[src/rtl/dp_pkg.sv]
package dp_pkg;
  localparam int FUNC_W = 4;

  typedef struct packed {
    logic              logic_mode;
    logic [FUNC_W-1:0] func;
  } alu_ctrl_t;
endpackage

[src/rtl/dp_rst_sync.sv]
module dp_rst_sync (
  input  logic clk,
  input  logic rst_n,
  output logic rst_core_n
);
  logic stage1;
  logic stage2;

  always_ff @(posedge clk or negedge rst_n) begin
    if (!rst_n) begin
      stage1 <= 1'b0;
      stage2 <= 1'b0;
    end else begin
      stage1 <= 1'b1;
      stage2 <= stage1;
    end
  end

  assign rst_core_n = stage2;
endmodule

[src/rtl/dp_regfile.sv]
module dp_regfile #(
  parameter int DATA_W = 8,
  parameter int NREG   = 4,
  localparam int SEL_W = $clog2(NREG)
) (
  input  logic              clk,
  input  logic              rst_n,
  input  logic              wr_en,
  input  logic [SEL_W-1:0]  wr_sel,
  input  logic [DATA_W-1:0] wr_data,
  input  logic [SEL_W-1:0]  rd_a_sel,
  input  logic [SEL_W-1:0]  rd_b_sel,
  output logic [DATA_W-1:0] rd_a,
  output logic [DATA_W-1:0] rd_b
);
  logic [DATA_W-1:0] file_q  [NREG];
  logic [DATA_W-1:0] file_nx [NREG];

  always_comb begin
    for (int i = 0; i < NREG; i++) begin
      file_nx[i] = file_q[i];
    end
    if (wr_en) begin
      file_nx[wr_sel] = wr_data;
    end
  end

  always_ff @(posedge clk or negedge rst_n) begin
    if (!rst_n) begin
      for (int i = 0; i < NREG; i++) begin
        file_q[i] <= '0;
      end
    end else begin
      for (int i = 0; i < NREG; i++) begin
        file_q[i] <= file_nx[i];
      end
    end
  end

  assign rd_a = file_q[rd_a_sel];
  assign rd_b = file_q[rd_b_sel];
endmodule

[src/rtl/dp_alu_slice.sv]
module dp_alu_slice
  import dp_pkg::*;
#(
  parameter int W = 4
) (
  input  logic [W-1:0] a,
  input  logic [W-1:0] b,
  input  alu_ctrl_t    ctrl,
  input  logic         c_in,
  output logic [W-1:0] f,
  output logic         c_out
);
  logic [W-1:0] term_p;
  logic [W-1:0] term_g;
  logic [W:0]   sum;

  always_comb begin
    term_p = a | (b & {W{ctrl.func[0]}}) | (~b & {W{ctrl.func[1]}});
    term_g = (a & ~b & {W{ctrl.func[2]}}) | (a & b & {W{ctrl.func[3]}});
    sum    = {1'b0, term_p} + {1'b0, term_g} + {{W{1'b0}}, c_in};
    if (ctrl.logic_mode) begin
      f = ~(term_p ^ term_g);
    end else begin
      f = sum[W-1:0];
    end
    c_out = sum[W];
  end
endmodule

[src/rtl/dp_alu.sv]
module dp_alu
  import dp_pkg::*;
#(
  parameter int DATA_W  = 8,
  parameter int SLICE_W = 4,
  localparam int NSLICE = DATA_W / SLICE_W
) (
  input  logic [DATA_W-1:0] a,
  input  logic [DATA_W-1:0] b,
  input  alu_ctrl_t         ctrl,
  input  logic              c_in,
  output logic [DATA_W-1:0] f,
  output logic              c_out
);
  logic [NSLICE:0] chain;

  assign chain[0] = c_in;

  for (genvar g = 0; g < NSLICE; g++) begin : g_slice
    dp_alu_slice #(.W(SLICE_W)) i_slice (
      .a     (a[g*SLICE_W +: SLICE_W]),
      .b     (b[g*SLICE_W +: SLICE_W]),
      .ctrl  (ctrl),
      .c_in  (chain[g]),
      .f     (f[g*SLICE_W +: SLICE_W]),
      .c_out (chain[g+1])
    );
  end

  assign c_out = chain[NSLICE];
endmodule

[src/rtl/dp_bus_merge.sv]
module dp_bus_merge #(
  parameter int W = 8
) (
  input  logic         sw_en,
  input  logic [W-1:0] sw_val,
  input  logic         alu_en,
  input  logic [W-1:0] alu_val,
  output logic [W-1:0] bus
);
  assign bus = ({W{sw_en}} & sw_val) | ({W{alu_en}} & alu_val);
endmodule

[src/rtl/regbus_datapath.sv]
module regbus_datapath
  import dp_pkg::*;
#(
  parameter int DATA_W  = 8,
  parameter int SLICE_W = 4,
  parameter int NREG    = 4,
  localparam int SEL_W  = $clog2(NREG)
) (
  input  logic              clk,
  input  logic              rst_n,
  input  logic [DATA_W-1:0] sw_data,
  input  logic [SEL_W-1:0]  sel_dst,
  input  logic [SEL_W-1:0]  sel_src,
  input  logic              wr_en,
  input  logic              sw_to_bus,
  input  logic              alu_to_bus,
  input  logic              mode_logic,
  input  logic [FUNC_W-1:0] func,
  input  logic              cin_n,
  input  logic              carry_ld,
  output logic [DATA_W-1:0] bus_out,
  output logic              carry_flag
);
  logic              rst_core_n;
  logic [DATA_W-1:0] opa;
  logic [DATA_W-1:0] opb;
  logic [DATA_W-1:0] alu_f;
  logic              alu_cout;
  logic              carry_nx;
  alu_ctrl_t         ctrl;

  assign ctrl.logic_mode = mode_logic;
  assign ctrl.func       = func;

  dp_rst_sync i_rst_sync (
    .clk        (clk),
    .rst_n      (rst_n),
    .rst_core_n (rst_core_n)
  );

  dp_regfile #(.DATA_W(DATA_W), .NREG(NREG)) i_regfile (
    .clk      (clk),
    .rst_n    (rst_core_n),
    .wr_en    (wr_en),
    .wr_sel   (sel_dst),
    .wr_data  (bus_out),
    .rd_a_sel (sel_dst),
    .rd_b_sel (sel_src),
    .rd_a     (opa),
    .rd_b     (opb)
  );

  dp_alu #(.DATA_W(DATA_W), .SLICE_W(SLICE_W)) i_alu (
    .a     (opa),
    .b     (opb),
    .ctrl  (ctrl),
    .c_in  (~cin_n),
    .f     (alu_f),
    .c_out (alu_cout)
  );

  dp_bus_merge #(.W(DATA_W)) i_bus (
    .sw_en   (sw_to_bus),
    .sw_val  (sw_data),
    .alu_en  (alu_to_bus),
    .alu_val (alu_f),
    .bus     (bus_out)
  );

  always_comb begin
    carry_nx = carry_flag;
    if (carry_ld) begin
      carry_nx = alu_cout;
    end
  end

  always_ff @(posedge clk or negedge rst_core_n) begin
    if (!rst_core_n) begin
      carry_flag <= 1'b0;
    end else begin
      carry_flag <= carry_nx;
    end
  end
endmodule

[config.mk]
export PLATFORM = sky130hd
export DESIGN_NAME = regbus_datapath
export DESIGN_NICKNAME = d
export VERILOG_FILES = /design/src/rtl/dp_pkg.sv /design/src/rtl/dp_rst_sync.sv /design/src/rtl/dp_regfile.sv /design/src/rtl/dp_alu_slice.sv /design/src/rtl/dp_alu.sv /design/src/rtl/dp_bus_merge.sv /design/src/rtl/regbus_datapath.sv
export SDC_FILE = /design/constraint.sdc
export NUM_CORES = 1
export LEC_CHECK = 0
export BUFFER_PORTS_ARGS = -buffer_cell sky130_fd_sc_hd__buf_2
export CORE_MARGIN = 4
export CORE_UTILIZATION = 30
export CTS_CLUSTER_SIZE = 10
export DETAILED_ROUTE_END_ITERATION = 12
export PLACE_DENSITY = 0.56
export SYNTH_ARGS = -nofsm -noshare
export SYNTH_HDL_FRONTEND = slang
export SYNTH_HIERARCHICAL = 1
export SYNTH_SLANG_ARGS = --single-unit
[constraint.sdc]
create_clock -name clk -period 6.4 [get_ports clk]
set_input_delay 0.96 -clock clk [delete_from_list [all_inputs] [get_ports clk]]
set_output_delay 0.96 -clock clk [all_outputs]
set_load 0.005 [all_outputs]
---- After elaboration in Yosys (flattened, before gate mapping) ----
Index checks and enable logic that the tools add are counted.
cells by class
  add/subtract/negate cells ............... 4
  magnitude comparators ................... 3
  multiplexer cells ....................... 11
  bitwise logic cells ..................... 30
  reductions and logical operators ........ 1
operators with widths
  kind                                                                           count
  4-bit bitwise AND                                                              12
  8-bit two-way mux                                                              5
  8-bit binary-select mux with 2-bit select                                      2
  32-bit bitwise mux                                                             1
  4-bit OR                                                                       6
  8-bit bitwise AND                                                              2
  8-bit demux with 2-bit select                                                  1
  4-bit inverter                                                                 4
  4-bit by 4-bit adder with 5-bit output                                         2
  5-bit by 1-bit adder with 5-bit output                                         2
  4-bit two-way mux                                                              2
  8-bit OR                                                                       1
  4-bit XOR                                                                      2
  3-bit >= comparator (second input constant)                                    2
  2-bit inverter with 3-bit output                                               2
  3-bit by 1-bit less-than comparator with 1-bit output (second input constant)  1
  1-bit logical AND                                                              1
  1-bit inverter                                                                 1
word-level totals
  register bits after elaboration ......... 35
  input port bits ......................... 24
  output and inout bits ................... 9
  logic and storage cells ................. 56

---- Logic depth before layout (Yosys ltp) ----
Gate-level depths: netlist of the first run.
  word-level depth ........................ 15
  mapped depth ............................ 17
  mapped depth without buffers ............ 16

---- Hierarchy ----
The synthesis of the first run kept the hierarchy.
by module, submodules not included
  module           times used  cells an instance  area each (sq um)  seq. area each (sq um)
  dp_regfile       1           88                 1590.3             800.8
  dp_alu_slice     2           37                 320.3              0.0
  dp_bus_merge     1           10                 86.3               0.0
  dp_rst_sync      1           3                  53.8               50.0
  regbus_datapath  1           3                  43.8               25.0

---- Worst setup path after synthesis of the first run ----
Ideal clock, no wire load.
  kind .................................... input to output
  start ................................... in sel_src[0]
  end ..................................... out bus_out[6]
  data arrival time ....................... 4465 ps
  required time ........................... 5440 ps
  setup slack ............................. 975 ps
  stages on the path ...................... 16
  buffers on the path ..................... 1
  cell sequence ........................... buf_2 -> mux4_2 -> mux2_1 -> and2_1 -> inv_2 -> fa_1 -> fa_1 -> nor2b_1 -> o21ai_0 -> nand2b_1 -> inv_1 -> fa_1 -> fa_1 -> nor2b_1 -> xnor2_1 -> a22o_1
on the way
  longest elaborated chain between the ends .. 14
  elaborated cells between the ends (all ways) .. 33
  those cells by class .................... add/sub: 4; mux: 4; bitwise: 25
RTL lines
  what                                                      RTL line                                RTL
  from (decl)                                               regbus_datapath.sv:13                   input logic [SEL_W-1:0] sel_src,
  2-bit inverter with 3-bit output (implied by the code) *  dp_regfile.sv:41                        assign rd_b = file_q[rd_b_sel];
  8-bit binary-select mux with 2-bit select *               dp_regfile.sv:41
  8-bit two-way mux (implied by the code) * (2 in a row)    dp_regfile.sv:41
  via opb[0]                                                regbus_datapath.sv:26                   logic [DATA_W-1:0] opb;
  4-bit inverter                                            dp_alu_slice.sv:18, dp_alu_slice.sv:19
  4-bit bitwise AND (2 in a row)                            dp_alu_slice.sv:19                      term_g = (a & ~b & {W{ctrl.func[2]}}) | (a & b & {W{ctrl.func[3]}});
  4-bit OR                                                  dp_alu_slice.sv:19
  4-bit by 4-bit adder with 5-bit output *                  dp_alu_slice.sv:20                      sum = {1'b0, term_p} + {1'b0, term_g} + {{W{1'b0}}, c_in};
  5-bit by 1-bit adder with 5-bit output *                  dp_alu_slice.sv:20
  via i_alu.chain[1]                                        dp_alu.sv:15                            logic [NSLICE:0] chain;
  5-bit by 1-bit adder with 5-bit output *                  dp_alu_slice.sv:20
  4-bit two-way mux *                                       dp_alu_slice.sv:21                      if (ctrl.logic_mode) begin
  via alu_f[6]                                              regbus_datapath.sv:27                   logic [DATA_W-1:0] alu_f;
  8-bit bitwise AND *                                       dp_bus_merge.sv:10                      assign bus = ({W{sw_en}} & sw_val) | ({W{alu_en}} & alu_val);
  8-bit OR *                                                dp_bus_merge.sv:10
  to (decl)                                                 regbus_datapath.sv:21                   output logic [DATA_W-1:0] bus_out,
The timed path passes the listed nets; every way through them passes the cells marked *. The select of a mux whose other input is x is not followed.

---- Worst setup path after layout of the first run ----
Ends and elaborated chain as after synthesis.

==> flow_results.xml, run 1 <==
<?xml version="1.0" encoding="UTF-8"?>
<metrics>
  <group name="outcome">
    <metric name="outcome" unit="">finished, final reports clean</metric>
  </group>
  <group name="global_routing">
    <metric name="grt_antenna_before_repair" unit="">0</metric>
    <metric name="met1_usage_in_global_routing" unit="%">16.8</metric>
    <metric name="grt-busiest-layer" unit="">met2</metric>
    <metric name="via_count_of_the_first_global_routing_pass" unit="">1680</metric>
    <metric name="globalRoute.totalOverflow" unit="">0</metric>
    <metric name="groute.layer.met2.usage" unit="%">18.0</metric>
    <metric name="global_route.usage.met3" unit="%">2.30</metric>
    <metric name="global_route_wire_length_before_repair" unit="um">8920</metric>
    <metric name="grt_start_max_net_pins" unit="">34</metric>
    <metric name="gr-usage-all-layers" unit="%">11.7</metric>
  </group>
  <group name="placement">
    <metric name="placement.setup.worst_slack" unit="ns">0.757</metric>
    <metric name="detailedPlacementHpwl" unit="um">4040</metric>
    <metric name="placement.io_buffers" unit="">32</metric>
    <metric name="globalplace.congestion" unit="">0.735</metric>
    <metric name="dpl_cell_area" unit="sq um">2680</metric>
  </group>
  <group name="critical_path">
    <metric name="worst_path_largest_cell_delay" unit="ns">0.54</metric>
    <metric name="critical_path.startpoint_type" unit="">primary input</metric>
    <metric name="cp_cell_sequence" unit="">buf_2 -&gt; mux4_2 -&gt; mux2_1 -&gt; and2_1 -&gt; inv_2 -&gt; fa_1 -&gt; fa_1 -&gt; nor2b_1 -&gt; o21ai_0 -&gt; nand2b_1 -&gt; inv_1 -&gt; fa_1 -&gt; fa_1 -&gt; nor2b_1 -&gt; xnor2_1 -&gt; a22o_1 -&gt; buf_2</metric>
    <metric name="setup.worst_path.class" unit="">primary input to output pin</metric>
    <metric name="critical_path.reg2reg.startpoint" unit="">i_regfile/file_q[0]</metric>
    <metric name="critical_path_end_type" unit="">output pin</metric>
    <metric name="worst-path-max-fanout" unit="">5</metric>
    <metric name="worst-endpoint-required" unit="ns">5.44</metric>
    <metric name="worst-r2r-setup-slack" unit="ns">2.22</metric>
    <metric name="worst_path_max_delay_cell" unit="">mux4_2</metric>
    <metric name="reg2regPathDepth" unit="">16</metric>
    <metric name="most_prevalent_standard_cell_on_the_critical_path" unit="">fa_1</metric>
    <metric name="arrival" unit="ns">4.66</metric>
    <metric name="capture_instance_of_the_worst_register_to_register_path" unit="">i_regfile/file_q[14]</metric>
  </group>
  <group name="logic_synthesis">
    <metric name="synth_xor_xnor_area_share" unit="%">1.45</metric>
    <metric name="yosys-mux-area-fraction" unit="%">35.6</metric>
    <metric name="synth_enable_flop_cells" unit="">0</metric>
    <metric name="synthesized_area_fraction_occupied_by_ao_oa_aoi_and_oai_cells" unit="%">7.36</metric>
    <metric name="synthDistinctLibCells" unit="">27</metric>
    <metric name="synthesis_warnings" unit="">6</metric>
    <metric name="synth_sequential_area_ratio" unit="%">36.3</metric>
    <metric name="synth_top_area_cell" unit="">dfrtp_1</metric>
    <metric name="syn-cell-area" unit="sq um">2410</metric>
    <metric name="synthAdderAreaFrac" unit="%">7.46</metric>
    <metric name="post_synth_inst_count" unit="">178</metric>
    <metric name="yosys.area.top_type_share" unit="%">36.3</metric>
    <metric name="synth-seq-cells" unit="">35</metric>
    <metric name="synth_top_flop_cell" unit="">dfrtp_1</metric>
    <metric name="synth_top_cells_by_area" unit="">dfrtp_1, mux2_2, mux4_2</metric>
    <metric name="mean_area_per_synthesized_cell" unit="sq um">13.6</metric>
    <metric name="synth_top_family_by_area" unit="">multiplexers</metric>
    <metric name="area_share_of_and_or_nand_nor_cells_after_synthesis" unit="%">8.55</metric>
    <metric name="synth.net_count" unit="">214</metric>
    <metric name="synth-async-reset-ratio" unit="%">100</metric>
  </group>
  <group name="power_and_ir_drop">
    <metric name="leakagePower" unit="nW">1.23</metric>
    <metric name="worst_ir_drop_vdd" unit="mV">0.109</metric>
    <metric name="p_per_area" unit="nW/um^2">453</metric>
  </group>
  <group name="floorplan">
    <metric name="floorplan.die.width" unit="um">97.7</metric>
    <metric name="pin_count" unit="">33</metric>
    <metric name="initial_core_util" unit="%">31.1</metric>
    <metric name="coreArea" unit="sq um">7770</metric>
    <metric name="dieHeight" unit="um">97.7</metric>
    <metric name="floorplan_row_count" unit="">32</metric>
    <metric name="dieArea" unit="sq um">9550</metric>
  </group>
  <group name="flow_run">
    <metric name="cap_violations" unit="">0</metric>
  </group>
  <group name="clock_network">
    <metric name="clk_buf_depth" unit="">2</metric>
    <metric name="worstSkewPairLatency" unit="ns">0.28</metric>
    <metric name="postCtsResizedCells" unit="">0</metric>
    <metric name="cts_setup_buffers" unit="">0</metric>
    <metric name="cts_tree" unit="">done</metric>
    <metric name="clock-root-buffer" unit="">clkbuf_8</metric>
    <metric name="cts-hold-fix-buffers" unit="">0</metric>
    <metric name="ctsHtreeMaxLevel" unit="">2</metric>
    <metric name="tritoncts.num_buffers" unit="">5</metric>
    <metric name="numClockSinks" unit="">35</metric>
    <metric name="cts.clk_slew.worst_paths" unit="ns">0.07</metric>
  </group>
  <group name="layout">
    <metric name="final_net_count" unit="">249</metric>
    <metric name="post_layout_utilization_of_the_core" unit="%">35.8</metric>
    <metric name="finalInstanceArea" unit="sq um">2780</metric>
    <metric name="insertedDiodeCount" unit="">0</metric>
    <metric name="drive_above_1_share" unit="%">46.7</metric>
    <metric name="syn_to_final_growth" unit="%">15.3</metric>
  </group>
  <group name="sta">
    <metric name="rsz_0062_raised_after_global_routing" unit="">false</metric>
    <metric name="fin_crit_sh" unit="%">87.8</metric>
    <metric name="max_transition_margin" unit="%">65.3</metric>
    <metric name="finalMaxSlewViolations" unit="">0</metric>
    <metric name="worst-slew-pin-transition" unit="ns">0.519</metric>
    <metric name="final.setup.worst_slack" unit="ns">0.780</metric>
    <metric name="whs" unit="ns">0.269</metric>
    <metric name="period_minus_ws_final" unit="ns">5.62</metric>
    <metric name="finalSetupTns" unit="ns">0</metric>
    <metric name="finalClockSkew" unit="ns">0.00432</metric>
    <metric name="setup_violations" unit="">0</metric>
    <metric name="achievable-frequency" unit="GHz">0.178</metric>
    <metric name="final_hold_viol_count" unit="">0</metric>
  </group>
  <group name="route">
    <metric name="post_drt_via_cell_ratio" unit="">4.97</metric>
    <metric name="ant_nets" unit="">0</metric>
    <metric name="drcViolationCount" unit="">0</metric>
    <metric name="drt-total-wl" unit="um">5330</metric>
    <metric name="initialDrtViolationCount" unit="">68</metric>
    <metric name="drt-pass1-iter-count" unit="">4</metric>
    <metric name="post_drt_wl_per_cell" unit="um">16.9</metric>
    <metric name="num_vias" unit="">1571</metric>
  </group>
  <group name="hold_path">
    <metric name="worstHoldPathType" unit="">flip-flop to async pin</metric>
  </group>
</metrics>
## per-stage QoR
stage / total power, mW / instances
6_report: 1.26 / 316
5_1_grt: 1.38 / 316
4_1_cts: 1.27 / 316
3_5_place_dp: 1.10 / 308
3_3_place_gp: 1.08 / 308
2_1_floorplan: 0.916 / 178
## per-layer routing
metal  share of wire [%]  vias to the layer above
li1                    -                      735
met1                  49                      803
met2                  46                       28
met3                 3.4                        5
met4                 1.2                        0
met5                   0                        -
## logic make-up after synthesis
family / count (synthesis)
mux: 61
flops: 35
simple gates: 28
compound gates: 20
buf+inv: 17
fa+ha+maj: 12
xor+xnor: 4
other cells: 1
## area by class of cell
type                       count  area (sq um)
inverter                      11          41.3
clock buffer                   8           100
multi-input combinational    126          1460
tap                          102           128
timing repair buffer          34           175
sequential                    35           876
fill                         800          4980
## cells in the mapped netlist, drive strengths merged, types with 4 or more instances
library cell	number
a211o	6
a22o	8
and2	4
buf	6
dfrtp	35
fa	4
ha	8
inv	11
mux2	37
mux2i	8
mux4	16
nor2b	16
xnor2	4
## worst max-delay path by stage
stage | startpoint | to | slack, ns | cells after the start
floorplan | sel_src[0] | bus_out[6] | 0.97 | 16
global placement | sel_src[0] | bus_out[6] | 0.83 | 17
detailed placement | sel_src[0] | bus_out[6] | 0.76 | 17
CTS | sel_src[0] | bus_out[6] | 0.76 | 17
global route | sel_src[0] | bus_out[6] | 0.46 | 17
finish | sel_src[0] | bus_out[6] | 0.78 | 17
## placed cells by master (no fill, tap or decap), types with 2 or more instances in the layout
cell / synthesis / routed
nand3b_2: 2 / 2
nand2b_1: 2 / 2
and3b_1: 2 / 2
fa_1: 4 / 4
clkbuf_8: 0 / 7
inv_2: 4 / 4
o21ai_0: 2 / 2
dfrtp_1: 35 / 35
mux2_2: 32 / 32
mux2_1: 4 / 4
a211o_1: 6 / 6
buf_4: 0 / 2
nor2b_1: 16 / 16
ha_1: 8 / 8
and2_1: 4 / 4
xnor2_1: 4 / 4
buf_2: 3 / 32
mux2i_1: 8 / 8
a22o_1: 8 / 8
mux4_2: 16 / 16
a211oi_1: 2 / 2
inv_1: 7 / 7
a2111oi_2: 2 / 2
## worst max-delay path, delay by kind of cell
| family | cells | cell delay [ns] |
|---|---|---|
| adder cells (fa/ha/maj) | 4 | 1.62 |
| AND/OR/NAND/NOR | 4 | 0.48 |
| multiplexers | 2 | 0.76 |
| XOR/XNOR | 1 | 0.15 |
| AO/OA/AOI/OAI | 2 | 0.34 |
| buffers and inverters | 4 | 0.35 |
## registers in the layout (all words and copies together), names as in the netlist
signal                 flops
i_regfile/file_q          32
carry_flag                 1
i_rst_sync/rst_core_n      1
i_rst_sync/stage1          1
## power breakdown
group	total [mW]	switching, mW	internal [mW]
logic	0.696	0.316	0.380
registers	0.389	0.0643	0.325
clock network	0.175	0.0767	0.0982
Note: power is estimated with default switching activity, not from simulation.
==> run 2, diff against run 1 <==
--- a/config.mk
+++ b/config.mk
@@ -9,6 +9,6 @@
 export CORE_MARGIN = 4
-export CORE_UTILIZATION = 30
+export CORE_UTILIZATION = 25
 export CTS_CLUSTER_SIZE = 10
 export DETAILED_ROUTE_END_ITERATION = 12
-export PLACE_DENSITY = 0.56
+export PLACE_DENSITY = 0.5
 export SYNTH_ARGS = -nofsm -noshare
==> constraint.sdc (replaced) <==
create_clock -name clk -period 6.4 [get_ports clk]
set_input_delay 0.32 -clock clk [delete_from_list [all_inputs] [get_ports clk]]
set_output_delay 0.32 -clock clk [all_outputs]
set_load 0.005 [all_outputs]
==> flow_results.xml, run 2 (synthesis results as in run 1) <==
<?xml version="1.0" encoding="UTF-8"?>
<metrics>
  <group name="outcome">
    <metric name="outcome" unit="">finished, final reports clean</metric>
  </group>
  <group name="critical_path">
    <metric name="capture_instance_of_the_worst_register_to_register_path" unit="">i_regfile/file_q[22]</metric>
    <metric name="setup.worst_path.class" unit="">flip-flop to output pin</metric>
    <metric name="worst_path_largest_cell_delay" unit="ns">0.51</metric>
    <metric name="worst_path_max_delay_cell" unit="">mux4_2</metric>
    <metric name="worst-endpoint-required" unit="ns">6.08</metric>
    <metric name="cp_cell_sequence" unit="">mux4_2 -&gt; mux2_1 -&gt; and2_1 -&gt; inv_2 -&gt; fa_1 -&gt; fa_1 -&gt; nor2b_1 -&gt; o21ai_0 -&gt; nand2b_1 -&gt; inv_1 -&gt; fa_1 -&gt; fa_1 -&gt; nor2b_1 -&gt; xnor2_1 -&gt; a22o_1 -&gt; buf_2</metric>
    <metric name="reg2regPathDepth" unit="">16</metric>
    <metric name="critical_path.startpoint_type" unit="">flip-flop</metric>
    <metric name="critical_path.reg2reg.startpoint" unit="">i_regfile/file_q[8]</metric>
    <metric name="worst-path-max-fanout" unit="">5</metric>
    <metric name="arrival" unit="ns">4.29</metric>
    <metric name="critical_path_end_type" unit="">output pin</metric>
    <metric name="most_prevalent_standard_cell_on_the_critical_path" unit="">fa_1</metric>
    <metric name="worst-r2r-setup-slack" unit="ns">2.16</metric>
  </group>
  <group name="layout">
    <metric name="final_net_count" unit="">249</metric>
    <metric name="layout.cells.most_common" unit="">dfrtp_1</metric>
    <metric name="regMostFlops" unit="">i_regfile/file_q</metric>
    <metric name="largest_register_ff_count" unit="">32</metric>
    <metric name="drive_above_1_share" unit="%">46.7</metric>
    <metric name="syn_to_final_growth" unit="%">16.5</metric>
    <metric name="most_frequent_cells_in_the_layout" unit="">dfrtp_1, mux2_2, buf_2</metric>
    <metric name="finish.cell_count_without_fillers" unit="">343</metric>
    <metric name="insertedDiodeCount" unit="">0</metric>
    <metric name="fill_cells" unit="">967</metric>
  </group>
  <group name="sta">
    <metric name="max_transition_margin" unit="%">64.5</metric>
    <metric name="worst-slew-pin-transition" unit="ns">0.531</metric>
    <metric name="rsz_0062_raised_after_global_routing" unit="">false</metric>
    <metric name="setup_violations" unit="">0</metric>
    <metric name="period_minus_ws_final" unit="ns">4.61</metric>
    <metric name="achievable-frequency" unit="GHz">0.217</metric>
    <metric name="finalMaxSlewViolations" unit="">0</metric>
    <metric name="fin_crit_sh" unit="%">72.0</metric>
    <metric name="finalClockSkew" unit="ns">0.0118</metric>
    <metric name="final_hold_viol_count" unit="">0</metric>
    <metric name="finalSetupTns" unit="ns">0</metric>
    <metric name="whs" unit="ns">0.272</metric>
  </group>
  <group name="placement">
    <metric name="place.detailed.instances" unit="">334</metric>
    <metric name="globalplace.congestion" unit="">0.755</metric>
    <metric name="placement.io_buffers" unit="">32</metric>
    <metric name="detailedPlacementHpwl" unit="um">4370</metric>
  </group>
  <group name="clock_network">
    <metric name="cts_tree" unit="">done</metric>
    <metric name="ctsHtreeMaxLevel" unit="">2</metric>
    <metric name="postCtsResizedCells" unit="">0</metric>
    <metric name="cts.clk_slew.worst_paths" unit="ns">0.08</metric>
    <metric name="clock-root-buffer" unit="">clkbuf_8</metric>
    <metric name="numClockSinks" unit="">35</metric>
    <metric name="worstSkewPairLatency" unit="ns">0.29</metric>
    <metric name="cts_setup_buffers" unit="">0</metric>
    <metric name="clk_buf_depth" unit="">2</metric>
    <metric name="tritoncts.num_buffers" unit="">5</metric>
    <metric name="cts-hold-fix-buffers" unit="">1</metric>
  </group>
  <group name="floorplan">
    <metric name="floorplan.die.width" unit="um">106</metric>
    <metric name="initial_core_util" unit="%">25.9</metric>
    <metric name="floorplan_row_count" unit="">35</metric>
    <metric name="dieArea" unit="sq um">11300</metric>
    <metric name="dieHeight" unit="um">106</metric>
    <metric name="pin_count" unit="">33</metric>
    <metric name="coreArea" unit="sq um">9330</metric>
  </group>
  <group name="route">
    <metric name="post_drt_via_cell_ratio" unit="">4.71</metric>
    <metric name="routed-wl-met3" unit="um">248</metric>
    <metric name="drt-pass1-iter-count" unit="">4</metric>
    <metric name="num_vias" unit="">1617</metric>
    <metric name="drt-total-wl" unit="um">5870</metric>
    <metric name="initialDrtViolationCount" unit="">64</metric>
    <metric name="drcViolationCount" unit="">0</metric>
    <metric name="met1_length" unit="um">2940</metric>
    <metric name="post_drt_wl_per_cell" unit="um">17.1</metric>
    <metric name="highest-signal-layer" unit="">met4</metric>
    <metric name="ant_nets" unit="">0</metric>
    <metric name="routed-wl-met2" unit="um">2640</metric>
  </group>
  <group name="flow_run">
    <metric name="cap_violations" unit="">0</metric>
  </group>
  <group name="power_and_ir_drop">
    <metric name="p_per_area" unit="nW/um^2">450</metric>
    <metric name="leakagePower" unit="nW">1.22</metric>
    <metric name="worst_ir_drop_vdd" unit="mV">0.143</metric>
  </group>
  <group name="global_routing">
    <metric name="grt_antenna_before_repair" unit="">0</metric>
    <metric name="gr-usage-all-layers" unit="%">10.9</metric>
    <metric name="globalRoute.totalOverflow" unit="">0</metric>
    <metric name="via_count_of_the_first_global_routing_pass" unit="">1698</metric>
    <metric name="global_route_wire_length_before_repair" unit="um">9420</metric>
    <metric name="grt_start_max_net_pins" unit="">34</metric>
  </group>
  <group name="hold_path">
    <metric name="worstHoldPathType" unit="">flip-flop to async pin</metric>
  </group>
</metrics>
==> run 2: changes by cell type in the layout (fill, tap and decap cells not counted), sizes merged <==
cell	change
inv	+1
clkbuf	-3
dlygate4sd3	+1
clkinvlp	+2
buf	-1
==> run 2: metrics by stage <==
stage,utilization (%),total power [mW],setup WS (ns),cell area (sq um)
3_5_place_dp,29.1,1.10,1.82,2710
5_1_grt,30.2,1.37,1.58,2810
4_1_cts,30.2,1.28,1.79,2810
3_3_place_gp,29.1,1.10,1.86,2710
6_report,30.2,1.26,1.79,2810
2_1_floorplan,-,0.916,2.18,2410
==> run 2: layout make-up <==
cell class / instances / area (sq um) / area share (%)
Clock buffer: 5 / 68.8 / 2.45
Sequential cell: 35 / 876 / 31.1
Timing Repair Buffer: 34 / 178 / 6.32
Inverter: 11 / 41.3 / 1.47
Clock inverter: 3 / 23.8 / 0.845
Multi-Input combinational cell: 126 / 1460 / 52.0
Tap cell: 129 / 161 / 5.74
==> run 2: critical path, delay by kind of cell, from the launching register on <==
family | cells | cell delay (ns)
AO/OA/AOI/OAI | 2 | 0.34
multiplexers | 2 | 0.72
buffers and inverters | 3 | 0.24
AND/OR/NAND/NOR | 4 | 0.50
adder cells (fa/ha/maj) | 4 | 1.64
flip-flops | 1 | 0.40
XOR/XNOR | 1 | 0.15
==> run 2: how the worst max path moves through the flow <==
stage,startpoint,endpoint,slack (ns)
floorplan,sel_src[0],i_regfile/file_q[30],2.18
global placement,sel_src[0],bus_out[6],1.86
detailed placement,sel_src[0],bus_out[6],1.82
CTS,i_regfile/file_q[8],bus_out[6],1.79
global route,sel_src[0],bus_out[6],1.58
finish,i_regfile/file_q[8],bus_out[6],1.79
==> run 2: power breakdown <==
part           internal, mW  switching (mW)
logic                 0.381           0.323
registers             0.325          0.0678
clock network        0.0778          0.0898
==> run 2: metal layers <==
layer / vias to the layer above / track usage [%]
met3: 4 / 2.00
met1: 830 / 15.6
met5: - / 0
met4: 0 / 3.05
met2: 40 / 16.7
li1: 743 / -
==> run 3, diff against run 2 <==
clock period = 4.8 ns   (was 6.4 ns; I/O delays follow)
==> flow_results.xml, run 3 (synthesis results as in run 1) <==
<?xml version="1.0" encoding="UTF-8"?>
<metrics>
  <group name="layout">
    <metric name="most_frequent_cells_in_the_layout" unit="">dfrtp_1, mux2_2, buf_2</metric>
    <metric name="final_net_count" unit="">251</metric>
    <metric name="syn_to_final_growth" unit="%">16.8</metric>
    <metric name="regMostFlops" unit="">i_regfile/file_q</metric>
    <metric name="drive_above_1_share" unit="%">47.2</metric>
    <metric name="largest_register_ff_count" unit="">32</metric>
    <metric name="insertedDiodeCount" unit="">0</metric>
    <metric name="layout.cells.most_common" unit="">dfrtp_1</metric>
  </group>
  <group name="critical_path">
    <metric name="critical_path.startpoint_type" unit="">flip-flop</metric>
    <metric name="setup.worst_path.class" unit="">flip-flop to output pin</metric>
    <metric name="cp_top_family" unit="">adder cells</metric>
    <metric name="worst-endpoint-required" unit="ns">4.56</metric>
    <metric name="most_prevalent_standard_cell_on_the_critical_path" unit="">fa_1</metric>
    <metric name="critical_path_buf_inv_count" unit="">3</metric>
    <metric name="worst_path_max_delay_cell" unit="">mux4_2</metric>
    <metric name="worst_path_largest_cell_delay" unit="ns">0.49</metric>
    <metric name="worst-path-max-fanout" unit="">5</metric>
    <metric name="arrival" unit="ns">4.29</metric>
    <metric name="worst-r2r-setup-slack" unit="ns">0.56</metric>
    <metric name="critical_path_end_type" unit="">output pin</metric>
    <metric name="cp_cell_sequence" unit="">mux4_2 -&gt; mux2_1 -&gt; and2_1 -&gt; inv_2 -&gt; fa_1 -&gt; fa_1 -&gt; nor2b_1 -&gt; o21ai_0 -&gt; nand2b_1 -&gt; inv_1 -&gt; fa_1 -&gt; fa_1 -&gt; nor2b_1 -&gt; xnor2_1 -&gt; a22o_2 -&gt; buf_2</metric>
  </group>
  <group name="global_routing">
    <metric name="globalRoute.totalOverflow" unit="">0</metric>
    <metric name="grt_start_max_net_pins" unit="">34</metric>
    <metric name="gr-usage-all-layers" unit="%">11.8</metric>
    <metric name="global_route_wire_length_before_repair" unit="um">10100</metric>
    <metric name="via_count_of_the_first_global_routing_pass" unit="">1783</metric>
    <metric name="grt_antenna_before_repair" unit="">0</metric>
  </group>
  <group name="sta">
    <metric name="period_minus_ws_final" unit="ns">4.53</metric>
    <metric name="finalSetupTns" unit="ns">0</metric>
    <metric name="rsz_0062_raised_after_global_routing" unit="">false</metric>
    <metric name="achievable-frequency" unit="GHz">0.221</metric>
    <metric name="max_transition_margin" unit="%">59.0</metric>
    <metric name="setup_violations" unit="">0</metric>
    <metric name="fin_crit_sh" unit="%">94.4</metric>
    <metric name="worst-slew-pin-transition" unit="ns">0.615</metric>
    <metric name="finalMaxSlewViolations" unit="">0</metric>
    <metric name="whs" unit="ns">0.216</metric>
    <metric name="finalClockSkew" unit="ns">0.00968</metric>
    <metric name="final_hold_viol_count" unit="">0</metric>
  </group>
  <group name="clock_network">
    <metric name="cts_setup_buffers" unit="">0</metric>
    <metric name="cts.clk_slew.worst_paths" unit="ns">0.08</metric>
    <metric name="ctsHtreeMaxLevel" unit="">2</metric>
    <metric name="cts_tree" unit="">done</metric>
    <metric name="worstSkewPairLatency" unit="ns">0.29</metric>
    <metric name="clk_buf_depth" unit="">2</metric>
    <metric name="numClockSinks" unit="">35</metric>
    <metric name="clock-root-buffer" unit="">clkbuf_8</metric>
    <metric name="tritoncts.num_buffers" unit="">5</metric>
  </group>
  <group name="route">
    <metric name="highest-signal-layer" unit="">met4</metric>
    <metric name="routed-wl-met3" unit="um">285</metric>
    <metric name="initialDrtViolationCount" unit="">60</metric>
    <metric name="met1_length" unit="um">3290</metric>
    <metric name="drt-pass1-iter-count" unit="">4</metric>
    <metric name="routed-wl-met2" unit="um">2560</metric>
    <metric name="drcViolationCount" unit="">0</metric>
    <metric name="drt-total-wl" unit="um">6180</metric>
    <metric name="num_vias" unit="">1609</metric>
    <metric name="post_drt_via_cell_ratio" unit="">4.66</metric>
    <metric name="post_drt_wl_per_cell" unit="um">17.9</metric>
    <metric name="ant_nets" unit="">0</metric>
  </group>
  <group name="floorplan">
    <metric name="coreArea" unit="sq um">9330</metric>
    <metric name="initial_core_util" unit="%">25.9</metric>
    <metric name="floorplan.die.width" unit="um">106</metric>
    <metric name="dieHeight" unit="um">106</metric>
    <metric name="dieArea" unit="sq um">11300</metric>
    <metric name="pin_count" unit="">33</metric>
    <metric name="floorplan_row_count" unit="">35</metric>
  </group>
  <group name="power_and_ir_drop">
    <metric name="leakagePower" unit="nW">1.23</metric>
    <metric name="worst_ir_drop_vdd" unit="mV">0.155</metric>
    <metric name="p_per_area" unit="nW/um^2">592</metric>
  </group>
  <group name="placement">
    <metric name="detailedPlacementHpwl" unit="um">4630</metric>
    <metric name="globalplace.congestion" unit="">0.770</metric>
    <metric name="placement.io_buffers" unit="">32</metric>
  </group>
  <group name="hold_path">
    <metric name="worstHoldPathType" unit="">primary input to flip-flop</metric>
  </group>
  <group name="flow_run">
    <metric name="cap_violations" unit="">0</metric>
  </group>
  <group name="outcome">
    <metric name="outcome" unit="">finished, final reports clean</metric>
  </group>
</metrics>
## run 3: changes by cell type in the layout (fill, tap and decap cells not counted)
cell	previous run	this run
inv_6	1	0
a22o_1	8	7
clkbuf_1	0	1
a22o_2	0	1
buf_4	1	3
clkinvlp_4	2	1
clkinv_2	0	1
## run 3: timing repair
item	in CTS	in global routing
resized for setup	0	1
endpoints found under the setup margin	0	1
endpoints found under the hold margin	2	0
hold buffers	1	0
## run 3: path summary, 6_finish.rpt
path | to | start | depth (start not counted)
min | carry_flag | carry_ld | 2
max reg2reg | i_regfile/file_q[14] | i_regfile/file_q[16] | 16
min in group asynchronous | i_rst_sync/stage1 | rst_n | 2
max in group asynchronous | i_regfile/file_q[30] | i_rst_sync/rst_core_n | 1
min reg2reg | i_regfile/file_q[11] | i_rst_sync/rst_core_n | 1
max | bus_out[6] | i_regfile/file_q[16] | 16
## run 3: cell type report
| class | instances | area (sq um) |
|---|---|---|
| Fill cell | 974 | 6510 |
| Inverter | 11 | 41.3 |
| Clock buffer | 6 | 72.6 |
| Tap cell | 129 | 161 |
| Timing Repair Buffer | 36 | 193 |
| Sequential cell | 35 | 876 |
| Clock inverter | 2 | 12.5 |
| Multi-Input combinational cell | 126 | 1470 |
## run 3: per-stage QoR
stage / area, sq um / instances / power, mW / utilization, % / setup slack (ns)
final: 2820 / 345 / 1.67 / 30.2 / 0.271
after global routing: 2820 / 345 / 1.84 / 30.2 / 0.0000253
after CTS: 2820 / 345 / 1.69 / 30.2 / 0.258
after detailed placement: 2730 / 336 / 1.47 / 29.2 / 0.576
after global placement: 2730 / 336 / 1.46 / 29.2 / 0.661
after floorplan: 2410 / 178 / 1.22 / - / 0.664
## run 3: routing by layer
| layer | track usage, % | up-vias |
|---|---|---|
| met5 | 0 | - |
| met1 | 18.1 | 825 |
| met2 | 16.5 | 33 |
| li1 | - | 745 |
| met3 | 2.37 | 6 |
| met4 | 3.89 | 0 |
## run 3: worst register-to-register path: stages (launching register included)
cell,delay [ns]
dfrtp_1,0.40
mux4_2,0.49
mux2_1,0.21
and2_1,0.16
inv_2,0.04
fa_1,0.42
fa_1,0.40
nor2b_1,0.11
o21ai_0,0.08
nand2b_1,0.08
inv_1,0.06
fa_1,0.46
fa_1,0.40
nor2b_1,0.15
xnor2_1,0.13
a22o_2,0.27
mux2_2,0.27
## run 3: power by group
group | leakage [nW] | internal, mW | switching [mW]
registers | 0.425 | 0.433 | 0.0938
logic | 0.764 | 0.508 | 0.421
clock network | 0.0412 | 0.101 | 0.112
